<file path="src/rtl/csa_pkg.sv">
package csa_pkg;

  function automatic bit csa_is_pow2(input int w);
    return (w >= 2) && ((w & (w - 1)) == 0);
  endfunction

  // merge levels needed to fold WIDTH single bits into one group
  function automatic int csa_levels(input int w);
    int n;
    n = 0;
    while ((1 << n) < w) n++;
    return n;
  endfunction

endpackage

</file>
<file path="src/rtl/csa_bit_pairs.sv">
module csa_bit_pairs #(
  parameter int WIDTH = 32
) (
  input  logic [WIDTH-1:0] a_i,
  input  logic [WIDTH-1:0] b_i,
  output logic [WIDTH-1:0] s0_o,
  output logic [WIDTH-1:0] s1_o,
  output logic [WIDTH-1:0] c0_o,
  output logic [WIDTH-1:0] c1_o
);

  for (genvar i = 0; i < WIDTH; i++) begin : g_bit
    logic x;
    assign x       = a_i[i] ^ b_i[i];
    assign s0_o[i] = x;
    assign c0_o[i] = a_i[i] & b_i[i];
    assign s1_o[i] = ~x;
    assign c1_o[i] = a_i[i] | b_i[i];
  end

endmodule

</file>
<file path="src/rtl/csa_merge_level.sv">
module csa_merge_level #(
  parameter int WIDTH = 32,
  parameter int GRP   = 1
) (
  input  logic [WIDTH-1:0]            s0_i,
  input  logic [WIDTH-1:0]            s1_i,
  input  logic [WIDTH/GRP-1:0]        c0_i,
  input  logic [WIDTH/GRP-1:0]        c1_i,
  output logic [WIDTH-1:0]            s0_o,
  output logic [WIDTH-1:0]            s1_o,
  output logic [WIDTH/(2*GRP)-1:0]    c0_o,
  output logic [WIDTH/(2*GRP)-1:0]    c1_o
);

  localparam int NOUT = WIDTH / (2 * GRP);

  for (genvar k = 0; k < NOUT; k++) begin : g_pair
    localparam int LO = 2 * k * GRP;
    localparam int HI = LO + GRP;
    logic sel0, sel1;
    assign sel0 = c0_i[2*k];
    assign sel1 = c1_i[2*k];

    // lower half passes through under its own assumption
    assign s0_o[LO +: GRP] = s0_i[LO +: GRP];
    assign s1_o[LO +: GRP] = s1_i[LO +: GRP];

    // upper half picked by lower carry under the same assumption
    assign s0_o[HI +: GRP] = sel0 ? s1_i[HI +: GRP] : s0_i[HI +: GRP];
    assign s1_o[HI +: GRP] = sel1 ? s1_i[HI +: GRP] : s0_i[HI +: GRP];
    assign c0_o[k]         = sel0 ? c1_i[2*k+1] : c0_i[2*k+1];
    assign c1_o[k]         = sel1 ? c1_i[2*k+1] : c0_i[2*k+1];
  end

endmodule

</file>
<file path="src/rtl/csa_carry_select.sv">
module csa_carry_select #(
  parameter int WIDTH = 32
) (
  input  logic             cin_i,
  input  logic [WIDTH-1:0] s0_i,
  input  logic [WIDTH-1:0] s1_i,
  input  logic             c0_i,
  input  logic             c1_i,
  output logic [WIDTH-1:0] sum_o,
  output logic             cout_o
);

  assign sum_o  = cin_i ? s1_i : s0_i;
  assign cout_o = cin_i ? c1_i : c0_i;

endmodule

</file>
<file path="src/rtl/cond_sum_adder.sv">
module cond_sum_adder #(
  parameter int WIDTH = 32
) (
  input  logic [WIDTH-1:0] a_i,
  input  logic [WIDTH-1:0] b_i,
  input  logic             cin_i,
  output logic [WIDTH-1:0] sum_o,
  output logic             cout_o
);

  localparam int LEVELS = csa_pkg::csa_levels(WIDTH);

  if (!csa_pkg::csa_is_pow2(WIDTH)) begin : g_bad_width
    $error("cond_sum_adder: WIDTH must be a power of two >= 2");
  end

  logic [WIDTH-1:0] bit_s0, bit_s1, bit_c0, bit_c1;
  logic [WIDTH-1:0] top_s0, top_s1;
  logic             top_c0, top_c1;

  csa_bit_pairs #(.WIDTH(WIDTH)) i_bits (
    .a_i  (a_i),
    .b_i  (b_i),
    .s0_o (bit_s0),
    .s1_o (bit_s1),
    .c0_o (bit_c0),
    .c1_o (bit_c1)
  );

  for (genvar i = 0; i < LEVELS; i++) begin : g_lvl
    localparam int NIN  = WIDTH >> i;
    localparam int NOUT = NIN / 2;
    logic [WIDTH-1:0] in_s0, in_s1, s0, s1;
    logic [NIN-1:0]   in_c0, in_c1;
    logic [NOUT-1:0]  c0, c1;

    if (i == 0) begin : g_src
      assign in_s0 = bit_s0;
      assign in_s1 = bit_s1;
      assign in_c0 = bit_c0;
      assign in_c1 = bit_c1;
    end else begin : g_src
      assign in_s0 = g_lvl[i-1].s0;
      assign in_s1 = g_lvl[i-1].s1;
      assign in_c0 = g_lvl[i-1].c0;
      assign in_c1 = g_lvl[i-1].c1;
    end

    csa_merge_level #(.WIDTH(WIDTH), .GRP(1 << i)) i_merge (
      .s0_i (in_s0),
      .s1_i (in_s1),
      .c0_i (in_c0),
      .c1_i (in_c1),
      .s0_o (s0),
      .s1_o (s1),
      .c0_o (c0),
      .c1_o (c1)
    );
  end

  assign top_s0 = g_lvl[LEVELS-1].s0;
  assign top_s1 = g_lvl[LEVELS-1].s1;
  assign top_c0 = g_lvl[LEVELS-1].c0[0];
  assign top_c1 = g_lvl[LEVELS-1].c1[0];

  csa_carry_select #(.WIDTH(WIDTH)) i_sel (
    .cin_i  (cin_i),
    .s0_i   (top_s0),
    .s1_i   (top_s1),
    .c0_i   (top_c0),
    .c1_i   (top_c1),
    .sum_o  (sum_o),
    .cout_o (cout_o)
  );

endmodule

</file>
<file path="config.mk">
export PLATFORM = sky130hd
export DESIGN_NAME = cond_sum_adder
export DESIGN_NICKNAME = d
export VERILOG_FILES = /design/src/rtl/csa_pkg.sv /design/src/rtl/csa_bit_pairs.sv /design/src/rtl/csa_merge_level.sv /design/src/rtl/csa_carry_select.sv /design/src/rtl/cond_sum_adder.sv
export SDC_FILE = /design/constraint.sdc
export NUM_CORES = 1
export LEC_CHECK = 0
export BUFFER_PORTS_ARGS = -buffer_cell sky130_fd_sc_hd__buf_2
export CORE_ASPECT_RATIO = 1.5
export CORE_MARGIN = 8
export CORE_UTILIZATION = 60
export DETAILED_ROUTE_END_ITERATION = 10
export PLACE_DENSITY_LB_ADDON = 0.1
export RECOVER_POWER = 50
export SETUP_SLACK_MARGIN = 0.1
export SLEW_MARGIN = 25
export SYNTH_ARGS = -nofsm -noshare
export SYNTH_HDL_FRONTEND = slang
export SYNTH_HIERARCHICAL = 1
export SYNTH_SLANG_ARGS = --single-unit
</file>
<file path="constraint.sdc">
create_clock -name vclk -period 3.13
set_input_delay 0.1565 -clock vclk [all_inputs]
set_output_delay 0.1565 -clock vclk [all_outputs]
set_load 0.01 [all_outputs]
</file>
==> results.toml, run 1 <==
[outcome]
result_of_the_run = "complete, no violations"

[setup_path]
cp_data_arrival_time_ns = 2.75
worst-path-max-fanout = 8
timing.setup.critical_path_class = "in -> out"
required_ns = 2.97
cp-end-kind = "primary output"
type_of_element_launching_the_critical_path = "input pin"

[hold_path]
worstHoldStart = "b_i[0]"
hold_path_sink = "sum_o[0]"
worstHoldPathCells = 5
hold_class = "in -> out"

[synthesis]
synth_cells = 651
yosys_warnings = 6
ys_top_cells_by_area = "buf_4 (24%), mux2_4 (21%), mux2_1 (21%)"
yosys.cell_types.count = 8
synth_top_cell_area_share_pct = 23.6
synth_top_area_cell = "buf_4"
synth.net_count = 780
synth_area_mm2 = 0.00610
yosysMostFrequentCell = "buf_4"
synth.top_cells.by_count = "buf_4 (192), inv_1 (128), mux2_1 (112)"
post_synthesis_average_cell_area_um2 = 9.36
synth.yosys.seq_area_share_pct = 0

[global_route]
antenna_found_initial = 0
grt_pass1_vias = 3636
grt_first_pass_wirelength_um = 15400
grt_overflow_total = 0
grt_use_total_pct = 12.8
grt_max_degree = 18

[finish]
sequential_cell_total = 0
area_taken_by_multi_input_logic_gates_mm2 = 0.00400
insertedDiodeCount = 0
design.final.nets = 688
area_growth_syn_to_layout_pct = -15.0
final.clkbuf_count = 0
layout.filler_cells = 983
layout.area.seq_um2 = 0
layout_cells_sized_above_1_pct = 43.1

[floorplan]
io-pin-count = 98
dieHeight_um = 139
die_extent_in_x_um = 98.3
floorplan.initialDensity_pct = 60.8
core-area_mm2 = 0.0100
row_count = 45
die-area_mm2 = 0.0137

[route]
drcViolationCount = 0
wl_per_cell_um = 13.8
drt_iter0_markers = 22
drt-pass1-iter-count = 4
dr_total_vias = 3429
antenna_violating_nets_remaining = 0
viasPerCell = 5.09
drt-total-wl_um = 9290

[sta]
final_max_slew_viol_count = 0
worst_slew_margin_relative_to_its_limit_pct = 42.3
final.setup.tns_ns = 0
worstMarginPinSlew_ns = 0.865
period_share_pct = 92.9
setup_repair_after_global_routing_missed_its_margin = "false"
timing.final.crit_period_ns = 2.91
setup-violations-final = 0
final_hold_viol_count = 0
clock.fmax_ghz = 0.344
fin_hold_ws_ns = 0.842

[run]
drv_cap = 0

[place]
port_buffers = 98
detailed_place_hpwl_um = 8160
gpl.final_weighted_congestion = 0.691

[power]
max-vdd-ir-drop_mv = 0.118
power_density_mw_per_mm2 = 312
power_leakage_nw = 2.89

[clock_tree]
cts_hold_buffers = 0
## cell families (layout without fill, tap and decap cells)
| group | after synthesis | in the layout | synth area share (%) |
|---|---|---|---|
| adder cells (fa/ha/maj) | 64 | 64 | 13.1 |
| multiplexers | 255 | 257 | 52.4 |
| buffers and inverters | 332 | 236 | 34.5 |
## worst max-delay path by stage
| stage | startpoint | to | cells past startpoint |
|---|---|---|---|
| final | a_i[4] | sum_o[29] | 11 |
| after floorplan | a_i[0] | sum_o[20] | 12 |
| after global routing | a_i[4] | sum_o[24] | 11 |
| after global placement | a_i[4] | sum_o[19] | 11 |
| after detailed placement | a_i[4] | sum_o[19] | 11 |
| after CTS | a_i[4] | sum_o[19] | 11 |
## area by class of cell
class,instances,share of cell area (%)
Multi-Input combinational cell,321,77.3
Timing Repair Buffer,108,10.6
Tap cell,117,2.83
Inverter,128,9.28
## report_power, final
| part | switching (W) | internal (W) |
|---|---|---|
| Clock | 0 | 0 |
| Combinational | 0.000658 | 0.000957 |
| Sequential | 0 | 0 |
| Total | 0.000658 | 0.000957 |
## worst max-delay path: stages
cell    delay (ns)
buf_2         0.10
inv_1         0.04
ha_1          0.18
inv_1         0.09
mux2_1        0.39
mux2_1        0.34
mux2_2        0.33
mux2_4        0.40
mux2_4        0.31
mux2_2        0.26
buf_2         0.14
## routing by layer
metal	GRT usage [%]	share of wire, %
met1	12.3	38
met2	27.8	57
met3	2.20	4.7
met4	0	0
met5	0	0
## stage by stage
| stage | instance area, um2 | std cells | worst slack, ns | utilization (%) | total power [W] |
|---|---|---|---|---|---|
| 3_5_place_dp | 5190 | 672 | 0.138 | 51.8 | 0.00164 |
| 6_report | 5180 | 674 | 0.222 | 51.7 | 0.00161 |
| 4_1_cts | 5190 | 672 | 0.138 | 51.8 | 0.00165 |
| 5_1_grt | 5180 | 674 | 0.0626 | 51.7 | 0.00176 |
| 2_1_floorplan | 6100 | 651 | 0.217 | - | 0.00180 |
| 3_3_place_gp | 5190 | 672 | 0.159 | 51.8 | 0.00161 |
## layout by cell type, fill, tap and decap left out
cell / count
buf_4: 7
clkbuf_1: 6
mux2_4: 82
mux2_2: 56
ha_1: 64
inv_1: 128
mux2_1: 119
clkbuf_2: 1
buf_2: 94
## what timing repair did
action / in CTS / in global routing
resized for setup: 0 / 4
endpoints found under the hold margin: 0 / 0
buffers inserted: 0 / 0
endpoints found under the setup margin: 0 / 17
Power figures use the tool's default switching activity.
==> inputs of run 2 (changes only) <==
Clock period 3.13 ns to 3.5 ns, I/O delays scaled along.
==> run 2 against run 1 <==
Against the previous run: the run now ends with max-capacitance violations, max-slew violations left; power decreased by 13%; combinational power decreased by 13%; sequential share of layout area unchanged; utilization decreased by 0.97 points; critical path depth unchanged; non-clock buffer count decreased by 8; largest power group unchanged.
==> results.toml, run 2 (same netlist as run 1, synthesis figures left out) <==
[outcome]
result_of_the_run = "finished, violations left"
failed_checks = "max-capacitance violations, max-slew violations"

[route]
drt_iter0_markers = 26
dr_total_vias = 3354
wl_per_cell_um = 13.4
route.layer.met1.wl_um = 3330
drt-total-wl_um = 8870
met3RoutedLength_um = 456
antenna_violating_nets_remaining = 0
met2WireLength_um = 5060
viasPerCell = 5.05
drt-pass1-iter-count = 2
route.top_layer_used = "met4"
drcViolationCount = 0

[floorplan]
core-area_mm2 = 0.0100
row_count = 45
die_extent_in_x_um = 98.3
floorplan.initialDensity_pct = 60.8
io-pin-count = 98
dieHeight_um = 139
die-area_mm2 = 0.0137

[sta]
timing.final.crit_period_ns = 3.16
final.setup.tns_ns = 0
clock.fmax_ghz = 0.317
setup_repair_after_global_routing_missed_its_margin = "false"
final_hold_viol_count = 0
final_max_slew_viol_count = 34
min_setup_slack_post_route_ns = 0.341
period_share_pct = 90.3
worst_slew_margin_relative_to_its_limit_pct = -73.2
setup-violations-final = 0
worstMarginPinSlew_ns = 2.60
fin_hold_ws_ns = 0.883

[setup_path]
worst-path-max-fanout = 17
type_of_element_launching_the_critical_path = "input pin"
timing.critical_path.cells = "buf_2, inv_1, ha_1, inv_1, mux2_1, mux2_1, mux2_1, mux2_4, mux2_2, mux2_2, buf_2"
timing.setup.critical_path_class = "in -> out"
critPathMaxStageDelay_ns = 0.43
crit_path_frequent_cell = "mux2_1"
cp_data_arrival_time_ns = 2.98
cell_type_of_the_slowest_stage_on_the_worst_timing_path = "mux2_1"
required_ns = 3.32
cp-end-kind = "primary output"

[finish]
final.clkbuf_count = 0
sequential_cell_total = 0
most-common-layout-cells = "inv_1 (128), mux2_1 (124), buf_2 (97)"
area_growth_syn_to_layout_pct = -16.6
area_taken_by_multi_input_logic_gates_mm2 = 0.00395
layout.filler_cells = 997
layout_cells_sized_above_1_pct = 42.0
final_cell_count_no_fill = 664
final_cell_area_mm2 = 0.00508
design.final.nets = 678
layout_commonest_cell = "inv_1"
insertedDiodeCount = 0
layout.area.seq_um2 = 0

[global_route]
antenna_found_initial = 0
grt_overflow_total = 0
grt_pass1_vias = 3551
grt_first_pass_wirelength_um = 15000
grt_max_degree = 34
grt_use_total_pct = 12.5

[power]
max-vdd-ir-drop_mv = 0.112
power_leakage_nw = 2.83
power_density_mw_per_mm2 = 276

[run]
drv_cap = 1

[clock_tree]
post_cts_resized = 0
cts_hold_buffers = 0
post-cts-setup-buffer-count = 0

[place]
post_dp_cell_area_mm2 = 0.00513
pre_cts_slack_ns = 0.393
detailed_place_hpwl_um = 7870
port_buffers = 98
place.detailed.instances = 664
gpl.final_weighted_congestion = 0.689

[hold_path]
hold_class = "in -> out"
[run 2: cell type report]
class                           count  share of cell area [%]
Inverter                          128                    9.45
Timing Repair Buffer              100                    9.87
Multi-Input combinational cell    319                    77.8
Tap cell                          117                    2.88
[run 2: path summary, 6_finish.rpt]
kind  startpoint        end  cells after the start
max       a_i[0]  sum_o[29]                     11
min       b_i[0]   sum_o[0]                      5
[run 2: per-layer routing]
metal	GRT usage [%]	up-vias
met4	0.325	0
met1	12.1	1589
met2	26.7	53
met5	0	-
li1	-	1710
met3	2.35	2
[run 2: power breakdown]
part / switching (W) / leakage, nW / total [W] / internal [W]
clock network: 0 / 0 / 0 / 0
logic: 0.000572 / 2.83 / 0.00140 / 0.000830
registers: 0 / 0 / 0 / 0
[run 2: critical path, delay by kind of cell]
| kind | cells | cell delay [ns] |
|---|---|---|
| fa+ha+maj | 1 | 0.18 |
| buf+inv | 4 | 0.37 |
| mux | 6 | 2.26 |
[run 2: stage by stage]
stage                     utilization (%)  total power, W
after detailed placement             51.2         0.00145
after CTS                            51.2         0.00146
final                                50.7         0.00140
after floorplan                         -         0.00161
after global placement               51.2         0.00142
after global routing                 50.7         0.00153
